## src/rtl/pte_ad_pkg.sv

```systemverilog
package pte_ad_pkg;
  typedef enum logic [2:0] {
    ST_IDLE,
    ST_READ,
    ST_COMPARE,
    ST_WRITE,
    ST_DONE
  } ad_state_e;

  // result code; values index the one-hot output vector
  typedef enum logic [1:0] {
    RES_OK      = 2'd0,
    RES_PF      = 2'd1,
    RES_AF      = 2'd2,
    RES_RESTART = 2'd3
  } ad_res_e;

  localparam int unsigned NUM_RES = 4;
endpackage

```

## src/rtl/pte_ad_flags.sv

```systemverilog
// Flag requirement check and merged write-back value.
module pte_ad_flags #(
  parameter int unsigned PTE_W = 32,
  parameter int unsigned A_BIT = 6,
  parameter int unsigned D_BIT = 7
) (
  input  logic [PTE_W-1:0] pte_i,
  input  logic             store_i,
  output logic             need_upd_o,
  output logic [PTE_W-1:0] new_pte_o
);
  assign need_upd_o = !pte_i[A_BIT] || (store_i && !pte_i[D_BIT]);

  for (genvar b = 0; b < PTE_W; b++) begin : g_bit
    if (b == A_BIT) begin : g_a
      assign new_pte_o[b] = 1'b1;
    end else if (b == D_BIT) begin : g_d
      assign new_pte_o[b] = pte_i[b] | store_i;
    end else begin : g_keep
      assign new_pte_o[b] = pte_i[b];
    end
  end
endmodule

```

## src/rtl/pte_ad_dpath.sv

```systemverilog
// Request capture, re-read capture and compare.
module pte_ad_dpath #(
  parameter int unsigned AW    = 34,
  parameter int unsigned PTE_W = 32,
  parameter int unsigned A_BIT = 6,
  parameter int unsigned D_BIT = 7
) (
  input  logic             clk_i,
  input  logic             rst_ni,
  input  logic             cap_req_i,
  input  logic [AW-1:0]    req_addr_i,
  input  logic [PTE_W-1:0] req_pte_i,
  input  logic             req_store_i,
  input  logic             cap_rd_i,
  input  logic [PTE_W-1:0] rdata_i,
  output logic             need_upd_o,
  output logic             match_o,
  output logic [AW-1:0]    addr_o,
  output logic [PTE_W-1:0] wdata_o
);
  logic [AW-1:0]    addr_q;
  logic [PTE_W-1:0] exp_q, rd_q;
  logic             store_q;
  logic             unused_need;

  always_ff @(posedge clk_i or negedge rst_ni) begin
    if (!rst_ni) begin
      addr_q  <= '0;
      exp_q   <= '0;
      store_q <= 1'b0;
    end else if (cap_req_i) begin
      addr_q  <= req_addr_i;
      exp_q   <= req_pte_i;
      store_q <= req_store_i;
    end
  end

  always_ff @(posedge clk_i or negedge rst_ni) begin
    if (!rst_ni)       rd_q <= '0;
    else if (cap_rd_i) rd_q <= rdata_i;
  end

  // decision on the incoming entry
  pte_ad_flags #(.PTE_W(PTE_W), .A_BIT(A_BIT), .D_BIT(D_BIT)) u_in_flags (
    .pte_i      (req_pte_i),
    .store_i    (req_store_i),
    .need_upd_o (need_upd_o),
    .new_pte_o  ()
  );

  // write-back value from the captured entry
  pte_ad_flags #(.PTE_W(PTE_W), .A_BIT(A_BIT), .D_BIT(D_BIT)) u_wb_flags (
    .pte_i      (exp_q),
    .store_i    (store_q),
    .need_upd_o (unused_need),
    .new_pte_o  (wdata_o)
  );

  assign match_o = (rd_q == exp_q);
  assign addr_o  = addr_q;
endmodule

```

## src/rtl/pte_ad_ctrl.sv

```systemverilog
// Sequencer for the locked read-compare-write.
module pte_ad_ctrl
  import pte_ad_pkg::*;
(
  input  logic    clk_i,
  input  logic    rst_ni,
  input  logic    req_valid_i,
  input  logic    need_upd_i,
  input  logic    hw_en_i,
  input  logic    match_i,
  input  logic    mem_rvalid_i,
  input  logic    mem_err_i,
  output logic    cap_req_o,
  output logic    cap_rd_o,
  output logic    mem_req_o,
  output logic    mem_we_o,
  output logic    mem_lock_o,
  output logic    res_valid_o,
  output ad_res_e res_o
);
  ad_state_e state_q, state_d;
  ad_res_e   res_q, res_d;
  logic      sent_q, sent_d;

  always_comb begin
    state_d   = state_q;
    res_d     = res_q;
    cap_req_o = 1'b0;
    cap_rd_o  = 1'b0;
    mem_req_o = 1'b0;
    mem_we_o  = 1'b0;
    unique case (state_q)
      ST_IDLE: begin
        if (req_valid_i) begin
          cap_req_o = 1'b1;
          if (!need_upd_i) begin
            res_d   = RES_OK;
            state_d = ST_DONE;
          end else if (!hw_en_i) begin
            res_d   = RES_PF;
            state_d = ST_DONE;
          end else begin
            state_d = ST_READ;
          end
        end
      end
      ST_READ: begin
        mem_req_o = !sent_q;
        if (mem_rvalid_i) begin
          if (mem_err_i) begin
            res_d   = RES_AF;
            state_d = ST_DONE;
          end else begin
            cap_rd_o = 1'b1;
            state_d  = ST_COMPARE;
          end
        end
      end
      ST_COMPARE: begin
        if (match_i) begin
          state_d = ST_WRITE;
        end else begin
          res_d   = RES_RESTART;
          state_d = ST_DONE;
        end
      end
      ST_WRITE: begin
        mem_req_o = !sent_q;
        mem_we_o  = 1'b1;
        if (mem_rvalid_i) begin
          res_d   = mem_err_i ? RES_AF : RES_OK;
          state_d = ST_DONE;
        end
      end
      ST_DONE: state_d = ST_IDLE;
      default: state_d = ST_IDLE;
    endcase
  end

  // one issue per phase; cleared whenever the phase changes
  assign sent_d = (state_d == state_q) ? (sent_q | mem_req_o) : 1'b0;

  always_ff @(posedge clk_i or negedge rst_ni) begin
    if (!rst_ni) begin
      state_q <= ST_IDLE;
      res_q   <= RES_OK;
      sent_q  <= 1'b0;
    end else begin
      state_q <= state_d;
      res_q   <= res_d;
      sent_q  <= sent_d;
    end
  end

  assign mem_lock_o  = (state_q == ST_READ) || (state_q == ST_COMPARE) ||
                       (state_q == ST_WRITE);
  assign res_valid_o = (state_q == ST_DONE);
  assign res_o       = res_q;
endmodule

```

## src/rtl/pte_ad_result.sv

```systemverilog
// Result code to one-hot pulses.
module pte_ad_result
  import pte_ad_pkg::*;
(
  input  logic               valid_i,
  input  ad_res_e            res_i,
  output logic [NUM_RES-1:0] pulse_o
);
  for (genvar i = 0; i < NUM_RES; i++) begin : g_res
    assign pulse_o[i] = valid_i && (res_i == 2'(i));
  end
endmodule

```

## src/rtl/pte_ad_updater.sv

```systemverilog
module pte_ad_updater
  import pte_ad_pkg::*;
#(
  parameter int unsigned AW    = 34,
  parameter int unsigned A_BIT = 6,
  parameter int unsigned D_BIT = 7
) (
  input  logic          clk_i,
  input  logic          rst_ni,
  input  logic          req_valid_i,
  input  logic [AW-1:0] req_addr_i,
  input  logic [31:0]   req_pte_i,
  input  logic          req_store_i,
  input  logic          hw_upd_en_i,
  output logic          mem_req_o,
  output logic          mem_we_o,
  output logic [AW-1:0] mem_addr_o,
  output logic [31:0]   mem_wdata_o,
  output logic          mem_lock_o,
  input  logic          mem_rvalid_i,
  input  logic [31:0]   mem_rdata_i,
  input  logic          mem_err_i,
  output logic          done_o,
  output logic          page_fault_o,
  output logic          access_fault_o,
  output logic          restart_o
);
  localparam int unsigned PTE_W = 32;

  logic               cap_req, cap_rd, need_upd, match, res_valid;
  ad_res_e            res;
  logic [NUM_RES-1:0] pulse;

  pte_ad_dpath #(.AW(AW), .PTE_W(PTE_W), .A_BIT(A_BIT), .D_BIT(D_BIT)) u_dpath (
    .clk_i       (clk_i),
    .rst_ni      (rst_ni),
    .cap_req_i   (cap_req),
    .req_addr_i  (req_addr_i),
    .req_pte_i   (req_pte_i),
    .req_store_i (req_store_i),
    .cap_rd_i    (cap_rd),
    .rdata_i     (mem_rdata_i),
    .need_upd_o  (need_upd),
    .match_o     (match),
    .addr_o      (mem_addr_o),
    .wdata_o     (mem_wdata_o)
  );

  pte_ad_ctrl u_ctrl (
    .clk_i        (clk_i),
    .rst_ni       (rst_ni),
    .req_valid_i  (req_valid_i),
    .need_upd_i   (need_upd),
    .hw_en_i      (hw_upd_en_i),
    .match_i      (match),
    .mem_rvalid_i (mem_rvalid_i),
    .mem_err_i    (mem_err_i),
    .cap_req_o    (cap_req),
    .cap_rd_o     (cap_rd),
    .mem_req_o    (mem_req_o),
    .mem_we_o     (mem_we_o),
    .mem_lock_o   (mem_lock_o),
    .res_valid_o  (res_valid),
    .res_o        (res)
  );

  pte_ad_result u_result (
    .valid_i (res_valid),
    .res_i   (res),
    .pulse_o (pulse)
  );

  assign done_o         = pulse[RES_OK];
  assign page_fault_o   = pulse[RES_PF];
  assign access_fault_o = pulse[RES_AF];
  assign restart_o      = pulse[RES_RESTART];
endmodule

```

## config.mk

```make
export PLATFORM = sky130hd
export DESIGN_NAME = pte_ad_updater
export DESIGN_NICKNAME = d
export VERILOG_FILES = /design/src/rtl/pte_ad_pkg.sv /design/src/rtl/pte_ad_flags.sv /design/src/rtl/pte_ad_dpath.sv /design/src/rtl/pte_ad_ctrl.sv /design/src/rtl/pte_ad_result.sv /design/src/rtl/pte_ad_updater.sv
export SDC_FILE = /design/constraint.sdc
export NUM_CORES = 1
export LEC_CHECK = 0
export CAP_MARGIN = 20
export CORE_UTILIZATION = 35
export CTS_CLUSTER_DIAMETER = 60
export CTS_CLUSTER_SIZE = 20
export DETAILED_ROUTE_END_ITERATION = 8
export PLACE_DENSITY = 0.68
export RECOVER_POWER = 100
export SLEW_MARGIN = 15
export SYNTH_ARGS = -nofsm -noshare
export SYNTH_HDL_FRONTEND = slang
export SYNTH_HIERARCHICAL = 1
export SYNTH_SLANG_ARGS = --single-unit
```

## constraint.sdc

```tcl
create_clock -name clk_i -period 2.2 [get_ports clk_i]
set_clock_uncertainty 0.15 [all_clocks]
set_input_delay 0.33 -clock clk_i [delete_from_list [all_inputs] [get_ports clk_i]]
set_output_delay 0.33 -clock clk_i [all_outputs]
set_load 0.01 [all_outputs]
```

==> metrics.md <==
| Metric | Value |
|---|---|
| WP data arrival | 2.21 ns |
| Final hold violation count | 0 |
| Placed inst area | 6710 um^2 |
| Drt pass-1 iters | 4 |
| Power Dens Cells | 1200 nW/um^2 |
| Final #Nets | 608 |
| Endpoints failing setup | 0 |
| Clock transition at path regs | 0.07 ns |
| Commonest non-fill, non-tap cell in the layout | clkdlybuf4s50_1 |
| H-tree levels | 3 |
| DR WL/cell | 15.8 um |
| Storage element area | 2630 um^2 |
| CP Capture Type | flop |
| DRT iter0 DRCs | 91 |
| Ant. Diodes | 0 |
| Worst-Margin Slew | 1.01 ns |
| Crit path time final | 2.13 ns |
| Cell Area, Synth | 4860 um^2 |
| Max FO, Critical Path | 3 |
| Port Buffers | 176 |
| First-pass GRT wire length | 17.4 mm |
| Rows | 42 |
| Setup WS pre-CTS | -0.0405 ns |
| Max Clk Rate | 0.468 GHz |
| Die height | 120 um |
| Post-Synthesis Cells | 337 |
| Die area | 14400 um^2 |
| Mapped Nets | 442 |
| Clock Path Buffers | 2 |
| Filler instances | 1141 |
| Post-DRT Antenna Nets | 0 |
| Yosys warns | 6 |
| Core Area | 13400 um^2 |
| Max_slew headroom | 32.8% |
| PnR worst setup slack | 0.0652 ns |
| Outcome | complete, no violations |
| Max cap viols | 0 |
| Area growth syn-to-layout | 45.1% |
| CTS tree | yes |
| Worst path required time | 2.28 ns |
| Syn Area/Cell | 14.4 um^2 |
| Initial core utilization | 36.3% |
| Pleak | 3.02 nW |
| Kind of critical path | reg -> reg |
| Layout cell share with drive strength beyond 1 | 30.0% |
| Antenna violations before repair | 0 |
| Core Util, Final | 52.6% |
| Placed cells | 664 |
| Vias | 3110 |
| Total CTS buffers | 9 |
| Gpl congestion | 0.809 |
| Maximum VDD drop | 0.528 mV |
| Setup repair after global routing missed its margin | true |
| Fin cells | 682 |
| Vias per Instance | 4.56 |
| Clock root buffer | clkbuf_16 |
| Final Cell Area | 7050 um^2 |
| Die width | 120 um |
| Fin crit share | 97.0% |
| Hold Path Class | reg -> reg |
| Max-slew violations | 0 |
| DR DRC count | 0 |
| Commonest cells after routing, fill and taps aside | clkdlybuf4s50_1 (111), dfrtp_1 (103), mux2_2 (67) |
| I/O pin total | 178 |
| Gr usage total | 15.9% |
| Worst Setup Start Kind | flop |
| Pin count of the biggest net entering global routing | 106 |
| CTS sink count | 105 |
| HPWL after DPL | 7.89 mm |
| Multi-input gate area | 1920 um^2 |
| WL final | 10.8 mm |
| Gr ovfl total | 0 |
| Worst skew pair latency | 0.34 ns |
| Vias in the first global route | 3425 |
## layout make-up
cell class | instances | area share [%]
tap | 176 | 3.12
timing repair buffer | 200 | 28.3
sequential | 105 | 37.3
inverter | 5 | 0.266
multi-input combinational | 182 | 27.3
clock buffer | 14 | 3.74
## power breakdown
part | total, mW | leakage [nW] | switching [mW] | internal, mW
registers | 3.44 | 1.24 | 0.636 | 2.81
clock network | 1.47 | 0.129 | 0.654 | 0.819
logic | 3.58 | 1.65 | 1.33 | 2.24
## flip-flops by register name (all words and copies together) (netlist names)
| register | count |
|---|---|
| u_dpath/addr_o | 34 |
| u_dpath/exp_q | 32 |
| u_dpath/rd_q | 32 |
| u_ctrl/state_q | 3 |
| u_ctrl/res_o | 2 |
| u_ctrl/sent_q | 1 |
| u_dpath/store_q | 1 |
## metrics by stage
step / hold WS [ns] / power, mW / TNS [ns]
CTS: 0.358 / 8.80 / 0
finish: 0.356 / 8.50 / 0
global placement: 0.302 / 7.12 / -0.0261
floorplan: -0.116 / 5.66 / 0
global route: 0.376 / 9.04 / -0.141
detailed placement: 0.298 / 7.21 / -0.0405
## critical path, cell delays in order, from the launching register on
cell     delay [ns]
dfrtp_1        0.42
xor2_2         0.20
nor4_2         0.06
buf_4          0.13
nand4_1        0.12
nor2_1         0.07
or3_4          0.35
a31oi_4        0.22
mux2_4         0.31
## metal layers
layer	part of all wire (%)	wire length (um)	global-route usage, %
met1	43	4630	20.0
met2	49	5260	25.9
met3	6.6	712	4.52
met4	1.7	183	5.94
met5	0	0	0
## timing repair
item | in CTS | in global routing
endpoints found under the hold margin | 105 | 0
gates resized for setup | 11 | 6
buffers inserted | 2 | 1
endpoints found under the setup margin | 6 | 7
pin swaps | 3 | 2
hold buffers | 1 | 0
## path summary, 6_finish.rpt
path                                endpoint  slack (ns)  depth (start not counted)              start
setup reg to reg             u_ctrl/res_o[1]        0.07                          8   u_dpath/exp_q[3]
setup / recovery             u_ctrl/res_o[1]        0.07                          8   u_dpath/exp_q[3]
max in group asynchronous  u_ctrl/state_q[2]        0.52                          3             rst_ni
hold / removal             u_dpath/addr_o[0]        0.36                          1  u_dpath/addr_o[0]
min in group asynchronous   u_dpath/rd_q[17]        0.56                          3             rst_ni
hold reg to reg            u_dpath/addr_o[0]        0.36                          1  u_dpath/addr_o[0]
Power figures use the tool's default switching activity.
